## config.mk

```make
export PLATFORM = sky130hd
export DESIGN_NAME = tl_svm_reducer
export DESIGN_NICKNAME = d
export VERILOG_FILES = /design/src/rtl/tl_svm_reducer.sv
export SDC_FILE = /design/constraint.sdc
export NUM_CORES = 2
export LEC_CHECK = 0
export CORE_ASPECT_RATIO = 0.7
export CORE_MARGIN = 4
export CORE_UTILIZATION = 30
export CTS_CLUSTER_SIZE = 10
export DETAILED_ROUTE_END_ITERATION = 6
export SYNTH_ARGS = -nofsm -noshare
export SYNTH_HDL_FRONTEND = slang
export SYNTH_SLANG_ARGS = --single-unit
```

## constraint.sdc

```tcl
create_clock -name clk -period 33 [get_ports clk]
set_input_delay 4.95 -clock clk [delete_from_list [all_inputs] [get_ports clk]]
set_output_delay 4.95 -clock clk [all_outputs]
set_load 0.01 [all_outputs]
```

## src/rtl/tl_svm_reducer.sv

```systemverilog
module tl_svm_reducer #(
  parameter int W  = 16,
  parameter int F  = 10,
  parameter int TS = 1000,
  parameter int TW = 16
) (
  input  logic                clk,
  input  logic                rst_n,
  input  logic                in_valid,
  input  logic signed [W-1:0] ref_alpha,
  input  logic signed [W-1:0] ref_beta,
  input  logic                alt_sel,
  output logic [2:0]          hex_idx,
  output logic [2:0]          sector,
  output logic [TW-1:0]       t_a,
  output logic [TW-1:0]       t_b,
  output logic [TW-1:0]       t_z,
  output logic                done
);
  localparam int U   = 1 << F;
  localparam int CW  = W + 4;
  localparam int PW  = W + 12;
  localparam int DEN = 3 * U;
  localparam logic signed [CW-1:0] LIM_B = CW'(3 * U / 2);
  localparam logic signed [CW-1:0] LIM_S = CW'(3 * U);

  function automatic logic signed [CW-1:0] cen_a(input logic [2:0] k);
    case (k)
      3'd1:    return CW'(U);
      3'd2:    return CW'(U / 2);
      3'd3:    return CW'(-U / 2);
      3'd4:    return CW'(-U);
      3'd5:    return CW'(-U / 2);
      default: return CW'(U / 2);
    endcase
  endfunction

  function automatic logic signed [CW-1:0] cen_b(input logic [2:0] k);
    case (k)
      3'd1, 3'd4: return '0;
      3'd2, 3'd3: return CW'(3 * U / 2);
      default:    return CW'(-3 * U / 2);
    endcase
  endfunction

  function automatic logic inside_hex(input logic [2:0] k,
                                      input logic signed [CW-1:0] a,
                                      input logic signed [CW-1:0] b);
    logic signed [CW-1:0] da, db, s, d;
    da = a - cen_a(k);
    db = b - cen_b(k);
    s  = (da <<< 1) + da + db;
    d  = (da <<< 1) + da - db;
    return (db <= LIM_B) && (db >= -LIM_B) && (s <= LIM_S) && (s >= -LIM_S) &&
           (d <= LIM_S) && (d >= -LIM_S);
  endfunction

  function automatic logic [TW-1:0] to_ticks(input logic signed [CW-1:0] n);
    logic [63:0] m, q;
    if (n <= 0) return '0;
    m = {{(64-CW){1'b0}}, n} * 64'(TS);
    q = m / 64'(DEN);
    if (q > 64'((1 << TW) - 1)) return '1;
    return q[TW-1:0];
  endfunction

  // stage 0: scale beta, pick hexagon
  logic signed [CW-1:0] ax, b3, u, v, p, q;
  logic signed [PW-1:0] beta_x, bprod;
  logic [2:0] prim, nb, sel;

  assign ax     = {{(CW-W){ref_alpha[W-1]}}, ref_alpha};
  assign beta_x = {{(PW-W){ref_beta[W-1]}}, ref_beta};
  assign bprod  = beta_x * $signed(PW'(1774));
  assign b3     = CW'(bprod >>> 10);
  assign u = ax - b3;
  assign v = ax + b3;
  assign p = (ax <<< 1) + ax - b3;
  assign q = (ax <<< 1) + ax + b3;

  always_comb begin
    if (u > 0 && v > 0)        prim = 3'd1;
    else if (u <= 0 && v <= 0) prim = 3'd4;
    else if (v > 0)            prim = (ax > 0) ? 3'd2 : 3'd3;
    else                       prim = (ax > 0) ? 3'd6 : 3'd5;
    case (prim)
      3'd1:    nb = (b3 >= 0) ? 3'd2 : 3'd6;
      3'd2:    nb = (p > 0)   ? 3'd1 : 3'd3;
      3'd3:    nb = (q > 0)   ? 3'd2 : 3'd4;
      3'd4:    nb = (b3 >= 0) ? 3'd3 : 3'd5;
      3'd5:    nb = (p > 0)   ? 3'd6 : 3'd4;
      default: nb = (q > 0)   ? 3'd1 : 3'd5;
    endcase
  end
  assign sel = (alt_sel && inside_hex(nb, ax, b3)) ? nb : prim;

  logic                 r1_v, r2_v;
  logic [2:0]           r1_hex, r2_hex, r2_sec;
  logic signed [CW-1:0] r1_a, r1_b, r2_n1, r2_n2;

  always_ff @(posedge clk or negedge rst_n) begin
    if (!rst_n) begin
      r1_v <= 1'b0; r1_hex <= '0; r1_a <= '0; r1_b <= '0;
    end else begin
      r1_v <= in_valid;
      if (in_valid) begin
        r1_hex <= sel;
        r1_a   <= ax - cen_a(sel);
        r1_b   <= b3 - cen_b(sel);
      end
    end
  end

  // stage 1: sector and active-vector numerators
  logic signed [CW-1:0] xx, yy, zz, n1, n2;
  logic [2:0] sec;
  assign xx = r1_b <<< 1;
  assign yy = (r1_a <<< 1) + r1_a + r1_b;
  assign zz = r1_b - (r1_a <<< 1) - r1_a;

  always_comb begin
    if (r1_b >= 0) sec = (zz < 0) ? 3'd1 : (yy > 0) ? 3'd2 : 3'd3;
    else           sec = (yy > 0) ? 3'd6 : (zz < 0) ? 3'd5 : 3'd4;
    case (sec)
      3'd1:    begin n1 = -zz; n2 = xx;  end
      3'd2:    begin n1 = yy;  n2 = zz;  end
      3'd3:    begin n1 = xx;  n2 = -yy; end
      3'd4:    begin n1 = zz;  n2 = -xx; end
      3'd5:    begin n1 = -yy; n2 = -zz; end
      default: begin n1 = -xx; n2 = yy;  end
    endcase
  end

  always_ff @(posedge clk or negedge rst_n) begin
    if (!rst_n) begin
      r2_v <= 1'b0; r2_hex <= '0; r2_sec <= '0; r2_n1 <= '0; r2_n2 <= '0;
    end else begin
      r2_v <= r1_v;
      if (r1_v) begin
        r2_hex <= r1_hex;
        r2_sec <= sec;
        r2_n1  <= n1;
        r2_n2  <= n2;
      end
    end
  end

  // stage 2: ticks and zero time
  logic [TW-1:0] ta_n, tb_n;
  logic [TW:0]   tsum;
  assign ta_n = to_ticks(r2_n1);
  assign tb_n = to_ticks(r2_n2);
  assign tsum = {1'b0, ta_n} + {1'b0, tb_n};

  always_ff @(posedge clk or negedge rst_n) begin
    if (!rst_n) begin
      done <= 1'b0; hex_idx <= '0; sector <= '0; t_a <= '0; t_b <= '0; t_z <= '0;
    end else begin
      done <= r2_v;
      if (r2_v) begin
        hex_idx <= r2_hex;
        sector  <= r2_sec;
        t_a     <= ta_n;
        t_b     <= tb_n;
        t_z     <= (tsum >= (TW+1)'(TS)) ? '0 : TW'((TW+1)'(TS) - tsum);
      end
    end
  end
endmodule


```

; After elaboration in Yosys (flattened, before gate mapping)
; Cells that the tools add are included.
[word_totals]
regBits = 146
inputBits = 36
out_inout_bits = 55
wordCells = 138
[classes]
add_sub_neg = 21
mul = 3
div_mod_pow = 2
n_lt_le_gt_ge = 22
eq_ne = 20
mux = 41
reduce_logical = 14
[op_table]
columns = op, count
row1 = $pmux W20 S5, 2
row2 = $mux W16, 9
row3 = $div A30 B12 Y64 const B, 2
row4 = $gt A64 B16 Y1 const B, 2
row5 = $pmux W20 S3, 2
row6 = $add A20 B20 Y20, 4
row7 = $pmux W20 S2, 2
row8 = $gt A19 B1 Y1 const B, 4
row9 = $neg A20 Y20, 3
row10 = $sub A20 B20 Y20, 3
row11 = $mul A20 B7 Y27 const B, 2
row12 = $ge A20 B13 Y1 const B, 2
row13 = $le A20 B1 Y1 const B, 2
row14 = $le A20 B13 Y1 const B, 2
row15 = $mux W20, 2
row16 = $sub A16 B20 Y20, 2
row17 = $sub A18 B20 Y20, 2
row18 = $le A19 B1 Y1 const B, 2
row19 = $mul A16 B11 Y27 const B, 1
row20 = $mux W3, 9
row21 = $eq A3 B2 Y1 const B, 8
row22 = $eq A3 B3 Y1 const B, 8
row23 = $ge A20 B1 Y1 const B, 1
row24 = $ge A20 B12 Y1 const B, 1
row25 = other kinds (19), 46

; Logic depth before layout (Yosys ltp)
[depth]
word_depth = 26
ltp_mapped = 90
ltp_nobuf = 90

; Worst setup path before layout
; No wires, ideal clock.
[synth_path]
path_type = in2reg
start = in ref_beta[3]
end = reg r1_b[17]
setup_ps = 125
arrival_time_ps = 19419
required_ps = 32875
setup_slack_ps = 13456
stages = 77
n_path_buf = 0
path_cell_list = ha_1 -> inv_1 -> fa_1 -> inv_1 -> ha_1 -> inv_1 -> fa_1 -> inv_1 -> fa_1 -> ha_1 -> a21oi_1 -> nor2b_1 -> o21a_1 -> nor2_1 -> inv_1 -> a21oi_1 -> nor2b_1 -> o21a_1 -> (+41 left out) -> a21oi_1 -> xor2_1 -> o41ai_1 -> nand4_1 -> nand3_1 -> o21a_1 -> o21bai_1 -> nand2_1 -> ha_1 -> nor2b_1 -> o21ai_0 -> nand2b_1 -> a21o_1 -> a21o_1 -> a21o_1 -> a21oi_1 -> xnor2_1 -> mux2_2
[synth_between]
elab_chain_len = 26
elab_cells_between_ends = 66
[synth_lines]
columns = element, line_no
row1 = "start, declared", 11  ; input logic signed [W-1:0] ref_beta,
row2 = $mul A16 B11 Y27 *, 74  ; assign bprod = beta_x * $signed(PW'(1774));
row3 = $add A16 B18 Y19 / $sub A16 B18 Y19 (equally long branches), "77, 76"
row4 = $gt A19 B1 Y1 / $le A19 B1 Y1 (equally long branches), "82, 84, 83"
row5 = $mux W3 / $logic_and A1 B1 Y1 (equally long branches), "84, 83"
row6 = $mux W3, 83  ; else if (u <= 0 && v <= 0) prim = 3'd4;
row7 = $mux W3, 82  ; if (u > 0 && v > 0) prim = 3'd1;
row8 = "$eq A3 B3 Y1, or another cell as far along", 86  ; case (prim)
row9 = $pmux W3 S5, 86
row10 = (+10 left out), --
row11 = $logic_and A1 B1 Y1, 55  ; (d <= LIM_S) && (d >= -LIM_S);
row12 = $logic_and A1 B1 Y1, 95  ; assign sel = (alt_sel && inside_hex(nb, ax, b3)) ? nb : prim;
row13 = $mux W3, 95
row14 = "$eq A3 B2 Y1, or another cell as far along", 39  ; case (k)
row15 = $reduce_or A2 Y1, 39
row16 = $pmux W20 S2, 39
row17 = $mux W20, 106  ; if (in_valid) begin
row18 = $sub A18 B20 Y20 *, 109  ; r1_b <= b3 - cen_b(sel);
row19 = "end signal, assigned", 109
row20 = "end, declared", 99  ; logic signed [CW-1:0] r1_a, r1_b, r2_n1, r2_n2;
; Every way passes the cells marked *; elsewhere a longest branch is shown, timed or not. The select of a mux whose other input is x is not followed.
; A chain may end at the register's enable or synchronous reset.

; Worst setup path in the final report
[layout_path]
start = in ref_beta[0]
end = reg r1_b[17]
; The elaborated chain is that of the path after synthesis.

==> summary.md <==
| Metric | Value |
|---|---|
| Max FO, Critical Path | 8 |
| Crit path required time | 33.37 ns |
| Crit path arrival time | 21.92 ns |
| Cell Area, Synth | 34500 um^2 |
| H-Tree Depth | 4 |
| Io pins | 91 |
| Width of the die | 414 um |
| DR vias | 30400 |
| Unique masters post-synth | 132 |
| Synth area leader | ha_1 |
| Synth top area cells | ha_1 16%, fa_1 16%, dfrtp_1 11% |
| Top-area cell type share of the netlist area | 0.162 |
| Die ar. | 121000 um^2 |
| Post-CTS setup buffer count | 0 |
| CP delay by family, top | compound AO/OA/AOI/OAI gates |
| Yosys warnings | 0 |
| Vias in the first global route | 29300 |
| Synth Register Bits | 146 |
| HP Class | flip-flop to flip-flop |
| Pin count of the biggest net entering global routing | 86 |
| Final setup vio count | 0 |
| Vias/cell | 5.29 |
| Initial antenna violation count | 2 |
| DP HPWL | 78.3 mm |
| Root Buffer Master | clkbuf_16 |
| Startpoint Class | input pin |
| Critical-path top delay cell | o311ai_1 |
| Fin crit period | 21.55 ns |
| CTS clock-pin slew for the worst setup and hold paths | 0.07 ns |
| First-pass GRT wire length | 157 mm |
| Post-synth ARST share | 1.00 |
| DRC errors left | 0 |
| Worst clock skew | 0.0130 ns |
| Max-Slew Margin vs Limit | 0.226 |
| Core area | 114000 um^2 |
| CP endpoint kind | flip-flop |
| Final WL | 95.4 mm |
| Initial Util | 0.304 |
| IO buf count | 90 |
| Synth cell count leaders | 539 x inv_1, 446 x ha_1, 330 x a21oi_1, 286 x nor2_1, 274 x fa_1 |
| Synthesized Nets | 4956 |
| Main synth FF type | dfrtp_1 |
| Final #Nets | 4962 |
| Slew at the pin closest to its max-slew limit | 1.15 ns |
| Final Hold Viols | 0 |
| Starting DRT DRC Count | 2864 |
| Routability cong. | 0.907 |
| Inserted Diodes | 0 |
| TritonCTS clock tree | done |
| Outcome | finished clean |
| Most frequent CP cell | a21oi_1 |
| Clock sinks | 146 |
| Hold Buf Count CTS | 0 |
| Slowest Stage Delay on Critical Path | 0.72 ns |
| Avg Cell Area, Syn | 8.22 um^2 |
| RSZ-0062 raised after global routing | false |
| Clock Path Buffers | 2 |
| Avg WL per Cell | 16.6 um |
| Post-CTS sizing | 0 |
| Number of enable flip-flop cells after synthesis | 0 |
| Mapped Cells | 4200 |
| First-pass DRT Iterations | 6 |
| MaxCap Viol Count | 0 |
| Sequential-to-total area share from yosys stat | 0.106 |
| Remaining antenna violation count | 0 |
| Gr usage total | 0.158 |
| CTS Buf Count | 17 |
| Pins Over Slew Limit | 0 |
| Grt ovf | 0 |
| Final setup TNS | 0 ns |
| Rows | 103 |
| Die H | 292 um |
| WS Path Type | input pin to flip-flop |
| Layout cell share with drive strength beyond 1 | 0.0621 |
| Max Clock Freq | 0.0464 GHz |
| Area Overhead vs Synth | 8.96% |
| Most common cell in the netlist | inv_1 |
| Clock latency on the worst-skew pair | 0.48 ns |
| WP buf/inv | 10 |
| Crit share post-route | 0.653 |
## metrics by stage
step                      instances   util  hold slack (ns)  setup slack [ns]  area, um^2
after global placement         5709  0.326            0.483             11.37       37000
after global routing           5741  0.331            0.527              9.88       37600
final                          5741  0.331            0.503             11.45       37600
after CTS                      5741  0.331            0.506             11.48       37600
after floorplan                4200      -            0.349             13.46       34500
after detailed placement       5709  0.326            0.492             10.96       37000
## sequential cells by signal (all words and copies together), names as in the netlist, 16 cells and up
name	count
r2_n1	20
t_z	16
r1_b	20
t_a	16
t_b	16
r2_n2	20
r1_a	20
## placed cells by master, fill, tap and decap left out, drive strengths merged, types with 19 or more instances in the layout
master	n
nand2b	51
o21bai	90
or3	39
clkdlybuf4s50	88
nor4	27
a21o	75
inv	550
dfrtp	146
mux2i	28
o21ai	251
o211ai	55
buf	36
a31oi	40
a221oi	20
ha	446
nor2b	40
o21a	45
nand4	34
a211oi	54
and3	20
a21oi	336
o31ai	19
nand2	270
mux2	66
and2	20
o22ai	32
nand3	75
fa	274
xor2	104
or2	24
nor2	289
xnor2	207
nor3	86
## path summary, 6_finish.rpt
path	slack [ns]	endpoint	cells after the start	from
worst min-delay path	0.50	t_z[11]	1	t_z[11]
min in group asynchronous	4.39	r2_n1[7]	1	rst_n
max in group asynchronous	27.47	r2_v	2	rst_n
worst min register to register	0.50	t_z[11]	1	t_z[11]
worst max register to register	15.56	t_z[1]	61	r2_n2[7]
worst max-delay path	11.45	r1_b[17]	78	ref_beta[0]
## layer usage
layer | wire length [um] | vias to the layer above | global-route usage
li1 | - | 14800 | -
met1 | 49000 | 14600 | 0.246
met2 | 39500 | 951 | 0.230
met3 | 5990 | 66 | 0.0236
met4 | 914 | 0 | 0.0235
met5 | 0 | - | 0
## final cells by class
class,count,area (um^2)
fillers,11900,75900
multi-input cells,3375,28300
flip-flops and latches,146,3660
inverters,542,2030
well taps,1522,1900
repair buffers,124,1150
clock buffers,18,429
clock inverters,14,168
## cells by family after synthesis
kind of cell	after synthesis	synth area share
buffers and inverters	679	0.0767
xor gates and xnor gates	312	0.0813
and+or+nand+nor	1023	0.144
muxes	94	0.0305
DFF	146	0.106
AOI/OAI and AO/OA	1225	0.241
adders and majority gates	721	0.321
Power is left out: the tool's default activity adds up to more than one toggle a clock period on the data nets, which glitch-free logic cannot reach.
